File: config.mk
export PLATFORM = sky130hd
export DESIGN_NAME = spi_host_master
export DESIGN_NICKNAME = d
export VERILOG_FILES = /design/src/rtl/spi_host_pkg.sv /design/src/rtl/spi_clkgen.sv /design/src/rtl/spi_shifter.sv /design/src/rtl/spi_ssel.sv /design/src/rtl/spi_host_master.sv
export SDC_FILE = /design/constraint.sdc
export NUM_CORES = 1
export LEC_CHECK = 0
export BUFFER_PORTS_ARGS = -buffer_cell sky130_fd_sc_hd__clkbuf_2
export CAP_MARGIN = 30
export CORE_MARGIN = 1
export CORE_UTILIZATION = 66
export DETAILED_ROUTE_END_ITERATION = 12
export GPL_ROUTABILITY_DRIVEN = 0
export MAX_ROUTING_LAYER = met4
export PLACE_DENSITY = 0.84
export REMOVE_ABC_BUFFERS = 1
export SYNTH_ARGS = -nofsm -noshare
export SYNTH_HDL_FRONTEND = slang
export SYNTH_SLANG_ARGS = --single-unit
File: constraint.sdc
create_clock -name clk -period 11.1 [get_ports clk]
set_input_delay 1.665 -clock clk [delete_from_list [all_inputs] [get_ports clk]]
set_output_delay 1.665 -clock clk [all_outputs]
set_load 0.01 [all_outputs]
File: src/rtl/spi_host_pkg.sv
package spi_host_pkg;

  localparam logic [2:0] ADR_CTRL = 3'd0;
  localparam logic [2:0] ADR_BAUD = 3'd1;
  localparam logic [2:0] ADR_SEL  = 3'd2;
  localparam logic [2:0] ADR_STAT = 3'd3;
  localparam logic [2:0] ADR_TX   = 3'd4;
  localparam logic [2:0] ADR_RX   = 3'd5;

  localparam logic [1:0] MODE_ON_RX_READ = 2'b00;
  localparam logic [1:0] MODE_ON_TX_WRITE = 2'b01;

  typedef struct packed {
    logic [1:0] start_mode;
    logic       cpha;
    logic       cpol;
    logic       size16;
    logic       master;
    logic       enable;
  } ctrl_t;

endpackage

File: src/rtl/spi_clkgen.sv
module spi_clkgen #(
  parameter int BAUD_W = 16
) (
  input  logic              clk,
  input  logic              rst_n,
  input  logic              run,
  input  logic [BAUD_W-1:0] baud,
  output logic              tick
);

  logic [BAUD_W-1:0] eff;
  logic [BAUD_W-1:0] cnt;

  // half period in system clocks, never below two
  assign eff  = (baud < BAUD_W'(2)) ? BAUD_W'(2) : baud;
  assign tick = run && (cnt == eff - 1'b1);

  always_ff @(posedge clk or negedge rst_n) begin
    if (!rst_n)      cnt <= '0;
    else if (!run)   cnt <= '0;
    else if (tick)   cnt <= '0;
    else             cnt <= cnt + 1'b1;
  end

  a_r6_divider_bound: assert property (@(posedge clk) disable iff (!rst_n)
    run |-> (cnt < eff));

endmodule

File: src/rtl/spi_shifter.sv
module spi_shifter #(
  parameter int DW = 16
) (
  input  logic          clk,
  input  logic          rst_n,
  input  logic          start,
  input  logic          tick,
  input  logic          size16,
  input  logic          cpol,
  input  logic          cpha,
  input  logic [DW-1:0] tx_word,
  input  logic          miso,
  output logic          busy,
  output logic          sck,
  output logic          mosi,
  output logic          done,
  output logic [DW-1:0] rx_word
);

  localparam int SHORT = DW / 2;
  localparam int HW    = $clog2(2 * DW);

  logic [HW-1:0] half;
  logic [HW-1:0] last_half;
  logic [DW-1:0] tx_sr;
  logic [DW-1:0] rx_sr;
  logic [DW-1:0] rx_full_word;
  logic          ph;
  logic          sample_now;
  logic          shift_now;

  assign last_half  = size16 ? HW'(2 * DW - 1) : HW'(2 * SHORT - 1);
  // even half-ends are leading SCK edges
  assign sample_now = tick && (cpha ? half[0] : !half[0]);
  assign shift_now  = tick && (cpha ? (!half[0] && half != '0) : half[0]);
  assign done       = busy && tick && (half == last_half);

  assign sck  = cpol ^ ph;
  assign mosi = size16 ? tx_sr[DW-1] : tx_sr[SHORT-1];

  always_comb begin
    rx_full_word = cpha ? {rx_sr[DW-2:0], miso} : rx_sr;
    if (!size16) rx_full_word[DW-1:SHORT] = '0;
  end

  always_ff @(posedge clk or negedge rst_n) begin
    if (!rst_n) begin
      busy    <= 1'b0;
      half    <= '0;
      ph      <= 1'b0;
      tx_sr   <= '0;
      rx_sr   <= '0;
      rx_word <= '0;
    end else if (start && !busy) begin
      busy  <= 1'b1;
      half  <= '0;
      ph    <= 1'b0;
      tx_sr <= tx_word;
      rx_sr <= '0;
    end else if (busy && tick) begin
      ph <= ~ph;
      if (sample_now) rx_sr <= {rx_sr[DW-2:0], miso};
      if (shift_now)  tx_sr <= {tx_sr[DW-2:0], 1'b0};
      if (done) begin
        busy    <= 1'b0;
        half    <= '0;
        ph      <= 1'b0;
        rx_word <= rx_full_word;
      end else begin
        half <= half + 1'b1;
      end
    end
  end

  a_r6_half_bound: assert property (@(posedge clk) disable iff (!rst_n)
    busy |-> (half <= last_half));
  a_r7_idle_level: assert property (@(posedge clk) disable iff (!rst_n)
    !busy |-> (sck == cpol));
  a_r6_single_finish: assert property (@(posedge clk) disable iff (!rst_n)
    done |=> !busy);

endmodule

File: src/rtl/spi_ssel.sv
module spi_ssel #(
  parameter int NS = 4
) (
  input  logic          cpha,
  input  logic          busy,
  input  logic [NS-1:0] sel_en,
  input  logic [NS-1:0] sel_lvl,
  output logic [NS-1:0] ss_n
);

  for (genvar i = 0; i < NS; i++) begin : g_slave
    always_comb begin
      if (!sel_en[i])  ss_n[i] = 1'b1;
      else if (cpha)   ss_n[i] = sel_lvl[i];
      else             ss_n[i] = !busy;
    end
  end

endmodule

File: src/rtl/spi_host_master.sv
module spi_host_master
  import spi_host_pkg::*;
#(
  parameter int NUM_SS = 4,
  parameter int DATA_W = 16,
  parameter int BAUD_W = 16
) (
  input  logic              clk,
  input  logic              rst_n,
  input  logic              bus_wr,
  input  logic              bus_rd,
  input  logic [2:0]        bus_addr,
  input  logic [DATA_W-1:0] bus_wdata,
  output logic [DATA_W-1:0] bus_rdata,
  output logic              sck,
  output logic              mosi,
  input  logic              miso,
  output logic [NUM_SS-1:0] ss_n
);

  localparam int LVL_LSB = 8;

  ctrl_t              ctrl;
  logic [BAUD_W-1:0]  baud;
  logic [NUM_SS-1:0]  sel_en;
  logic [NUM_SS-1:0]  sel_lvl;
  logic [DATA_W-1:0]  tx_buf;
  logic [DATA_W-1:0]  rx_word;
  logic               rx_full;
  logic               busy;
  logic               tick;
  logic               done;
  logic               trig_tx;
  logic               trig_rx;
  logic               start;
  logic               rx_read;
  logic [DATA_W-1:0]  sel_view;
  logic [DATA_W-1:0]  tx_word;

  assign rx_read = bus_rd && (bus_addr == ADR_RX);
  assign trig_tx = bus_wr && (bus_addr == ADR_TX) && (ctrl.start_mode == MODE_ON_TX_WRITE);
  assign trig_rx = rx_read && (ctrl.start_mode == MODE_ON_RX_READ);
  assign start   = ctrl.enable && ctrl.master && !busy && (trig_tx || trig_rx);
  assign tx_word = trig_tx ? bus_wdata : tx_buf;

  always_ff @(posedge clk or negedge rst_n) begin
    if (!rst_n) begin
      ctrl    <= '0;
      baud    <= '0;
      sel_en  <= '0;
      sel_lvl <= '1;
      tx_buf  <= '0;
    end else if (bus_wr) begin
      case (bus_addr)
        ADR_CTRL: ctrl   <= ctrl_t'(bus_wdata[$bits(ctrl_t)-1:0]);
        ADR_BAUD: baud   <= bus_wdata[BAUD_W-1:0];
        ADR_SEL: begin
          sel_en  <= bus_wdata[NUM_SS-1:0];
          sel_lvl <= bus_wdata[LVL_LSB +: NUM_SS];
        end
        ADR_TX:   tx_buf <= bus_wdata;
        default: ;
      endcase
    end
  end

  always_ff @(posedge clk or negedge rst_n) begin
    if (!rst_n)       rx_full <= 1'b0;
    else if (done)    rx_full <= 1'b1;
    else if (rx_read) rx_full <= 1'b0;
  end

  always_comb begin
    sel_view = '0;
    sel_view[NUM_SS-1:0]         = sel_en;
    sel_view[LVL_LSB +: NUM_SS]  = sel_lvl;
  end

  always_comb begin
    case (bus_addr)
      ADR_CTRL: bus_rdata = DATA_W'(ctrl);
      ADR_BAUD: bus_rdata = DATA_W'(baud);
      ADR_SEL:  bus_rdata = sel_view;
      ADR_STAT: bus_rdata = DATA_W'({rx_full, busy});
      ADR_TX:   bus_rdata = tx_buf;
      ADR_RX:   bus_rdata = rx_word;
      default:  bus_rdata = '0;
    endcase
  end

  spi_clkgen #(.BAUD_W(BAUD_W)) u_clkgen (
    .clk  (clk),
    .rst_n(rst_n),
    .run  (busy),
    .baud (baud),
    .tick (tick)
  );

  spi_shifter #(.DW(DATA_W)) u_shifter (
    .clk    (clk),
    .rst_n  (rst_n),
    .start  (start),
    .tick   (tick),
    .size16 (ctrl.size16),
    .cpol   (ctrl.cpol),
    .cpha   (ctrl.cpha),
    .tx_word(tx_word),
    .miso   (miso),
    .busy   (busy),
    .sck    (sck),
    .mosi   (mosi),
    .done   (done),
    .rx_word(rx_word)
  );

  spi_ssel #(.NS(NUM_SS)) u_ssel (
    .cpha   (ctrl.cpha),
    .busy   (busy),
    .sel_en (sel_en),
    .sel_lvl(sel_lvl),
    .ss_n   (ss_n)
  );

  a_r4_reserved_mode: assert property (@(posedge clk) disable iff (!rst_n)
    (!busy && ctrl.start_mode[1]) |=> !busy);
  a_r4_disabled_idle: assert property (@(posedge clk) disable iff (!rst_n)
    (!busy && !(ctrl.enable && ctrl.master)) |=> !busy);
  a_r10_full_at_end: assert property (@(posedge clk) disable iff (!rst_n)
    $fell(busy) |-> rx_full);
  a_r10_read_clears: assert property (@(posedge clk) disable iff (!rst_n)
    (rx_read && !done) |=> !rx_full);
  a_r8_auto_select: assert property (@(posedge clk) disable iff (!rst_n)
    (busy && !ctrl.cpha) |-> ((ss_n & sel_en) == '0));
  a_r9_manual_select: assert property (@(posedge clk) disable iff (!rst_n)
    ctrl.cpha |-> (ss_n == (sel_lvl | ~sel_en)));

endmodule

==> results.ini <==
[outcome]
outcome = completed

[clock_network]
cts_hold_repair.buffers = 0
cts_max_path_buffers = 2
post_cts.repair.setup_buffers = 0
cts.reportedPaths.clkPinSlew_ps = 60
worst_skew_pair.late_latency_ps = 530
tritoncts = done
cts-root-buf = clkbuf_8
htreeDepth = 4
inserted_clock_buffers = 17
cts_resized = 0
clock_sinks = 119

[global_routing]
grt_antenna_before_repair = 0
grt_pass1_vias = 5120
groute.usage.overall = 0.351
grt_pass1_wl_um = 26300
overflow = 0
grt_start_max_net_pins = 70

[critical_path]
setup.worst_path.start = baud[10]$_DFFE_PN0P_
start_to_end_type_of_the_worst_setup_path = reg2reg
reg2regPathDepth = 11
reg2reg_slack_ps = 6050
worstPathMaxFanout = 18
timing.critical_path.arrival_ps = 5470
worstSetupStartpointType = flip-flop
worst_endpoint_required_time_ps = 11520
critical_path.reg2reg.endpoint = u_shifter.rx_word[8]$_DFFE_PN0P_
regToRegStartpoint = baud[10]$_DFFE_PN0P_
timing.critical_path.to_type = flip-flop
critPathCapture = u_shifter.rx_word[8]$_DFFE_PN0P_

[power_and_ir_drop]
p_leak_nw = 3.40
power_density_nw_per_um2 = 185
totalPowerFinal_mw = 1.42
power.ir.vdd_worst_v = 0.000134

[synth]
synth_common_cells = 115 x dfrtp_1, 65 x mux2_2, 57 x mux2i_1
yosys_most_used_dff = dfrtp_1
leading_cell_types_by_total_area_after_synthesis = dfrtp_1 43%, mux2_2 11%, mux2i_1 8.5%, xor2_1 2.9%, nand2_1 2.8%
count_of_mapped_cells_out_of_synthesis = 620
synth.ff_latch_count = 119
synth.avg_cell_area_um2 = 10.8
synth_seq_area_share = 0.445
ys_async_sr_fraction = 1.00
synth.lib_cells_used.distinct = 56
synthDominantCellAreaShare = 0.429
ys_warn_count = 0
netlist.top_cell.by_area = dfrtp_1
synth.most_common_cell = dfrtp_1
mappedNetlistArea_um2 = 6710
edff_count_synth = 0

[timing]
layout_min_cycle_time_ps = 5050
worst_clock_skew_ps = 5.73
worst_pin_slew_ps = 932
min_period_over_period = 0.455
timing.slew.headroom = 0.376
setup_violations = 0
hold_viol_final = 0
timing.final.max_slew_violations = 0
tns_ps = 0
achievable-frequency_mhz = 198
grt_setup_unrepaired = no

[routing]
dr.first_iter.drc_count = 357
via_per_inst = 6.42
drt.antenna.violating_nets = 0
drt_drc_violations_left = 0
vias = 5122
detailed_route_wire_length_per_cell_um = 20.9
dr.pass1.iters = 7
routed_wirelength_um = 16700

[floorplanning]
die_w_um = 103
core_outline_area_um2 = 9820
starting_density = 0.683
fp.dieH_um = 103
dieArea_um2 = 10600
rows = 36
boundaryPins = 46

[final_layout]
synthToLayoutAreaGrowth_pct = 14.0
drive_above_1_share = 0.278
multi_input_comb_area_um2 = 3480
n_fill_cell = 654
final_core_utilization = 0.779
layout.nets = 680
antennaDiodeCount = 0
seq_area_um2 = 2980

[run]
drv.max_cap_violation_count = 0

[placed_design]
placement.io_buffers = 45
hpwl_um = 11100

[min_path]
holdCritPathClass = reg2reg
whs_path_depth = 1

-- metal layers --
metal  routed length [um]  track usage  share of wire  up-vias
li1                     -            -              -     2304
met1                 6860        0.429           0.41     2583
met2                 8380        0.557           0.50      198
met3                  930       0.0793          0.056       37
met4                  545        0.164          0.033        0
met5                    0            -              0        -
-- stage by stage --
stage          area [um^2]  hold WS [ps]  worst slack, ps  instances
4_1_cts               7650           512             6140        798
6_report              7650           513             6050        798
3_5_place_dp          7010           492             6140        766
2_1_floorplan         6510           462             6300        578
5_1_grt               7650           518             5750        798
3_3_place_gp          6970           483             6320        764
-- cell usage in the layout, fill, tap and decap left out, drive strengths merged, types with 11 or more instances in the layout --
master and count:
nor2b 17, mux2i 57, dfrtp 115, xnor2 17
xor2 22, nand3 35, mux2 73, inv 17
nand2 50, nor3 11, o21ai 12, buf 11
a31o 16, nor2 39, o32ai 15, clkbuf 62
-- layout make-up --
cell class,count,share of cell area
well taps,133,0.0217
flip-flops and latches,119,0.390
multi-input cells,446,0.455
clock inverters,14,0.0286
inverters,13,0.00638
clock buffers,18,0.0559
repair buffers,55,0.0422
-- logic make-up after synthesis --
| family | Yosys count | share of synthesized area |
|---|---|---|
| compound gates | 78 | 0.0889 |
| fa+ha+maj | 4 | 0.00746 |
| flops | 119 | 0.445 |
| buf+inv | 55 | 0.0369 |
| simple gates | 191 | 0.146 |
| mux | 134 | 0.225 |
| xor+xnor | 39 | 0.0509 |
-- flip-flops by register name (all words and copies together) (netlist names), 4 cells and up --
name / cells
baud: 16
ctrl: 7
sel_en: 4
sel_lvl: 4
tx_buf: 16
u_clkgen.cnt: 16
u_shifter.half: 5
u_shifter.rx_sr: 16
u_shifter.rx_word: 16
u_shifter.tx_sr: 16
-- worst max-delay path: stages (launching register included) --
cell and delay (ps):
dfrtp_1 460, or4_4 570, or3_1 480, o41ai_1 500
ha_1 300, nand2b_1 120, or3_1 350, a2111oi_0 580
nand2_1 130, nor4b_2 620, nand3_4 410, mux2_4 410
-- worst min path at each step --
stage | from | end
2_1_floorplan | rx_full$_DFFE_PN0P_ | rx_full$_DFFE_PN0P_
3_3_place_gp | u_shifter.tx_sr[10]$_DFFE_PN0P_ | u_shifter.tx_sr[10]$_DFFE_PN0P_
3_5_place_dp | u_shifter.tx_sr[14]$_DFFE_PN0P_ | u_shifter.tx_sr[14]$_DFFE_PN0P_
4_1_cts | u_shifter.tx_sr[6]$_DFFE_PN0P_ | u_shifter.tx_sr[6]$_DFFE_PN0P_
5_1_grt | u_shifter.tx_sr[14]$_DFFE_PN0P_ | u_shifter.tx_sr[14]$_DFFE_PN0P_
6_report | u_shifter.tx_sr[15]$_DFFE_PN0P_ | u_shifter.tx_sr[15]$_DFFE_PN0P_
-- power by group --
part,total (mW),internal [mW],switching [mW]
combinational,0.260,0.122,0.139
clock,0.600,0.395,0.204
sequential,0.559,0.492,0.0661
total,1.42,1.01,0.409
Power figures use the tool's default switching activity.
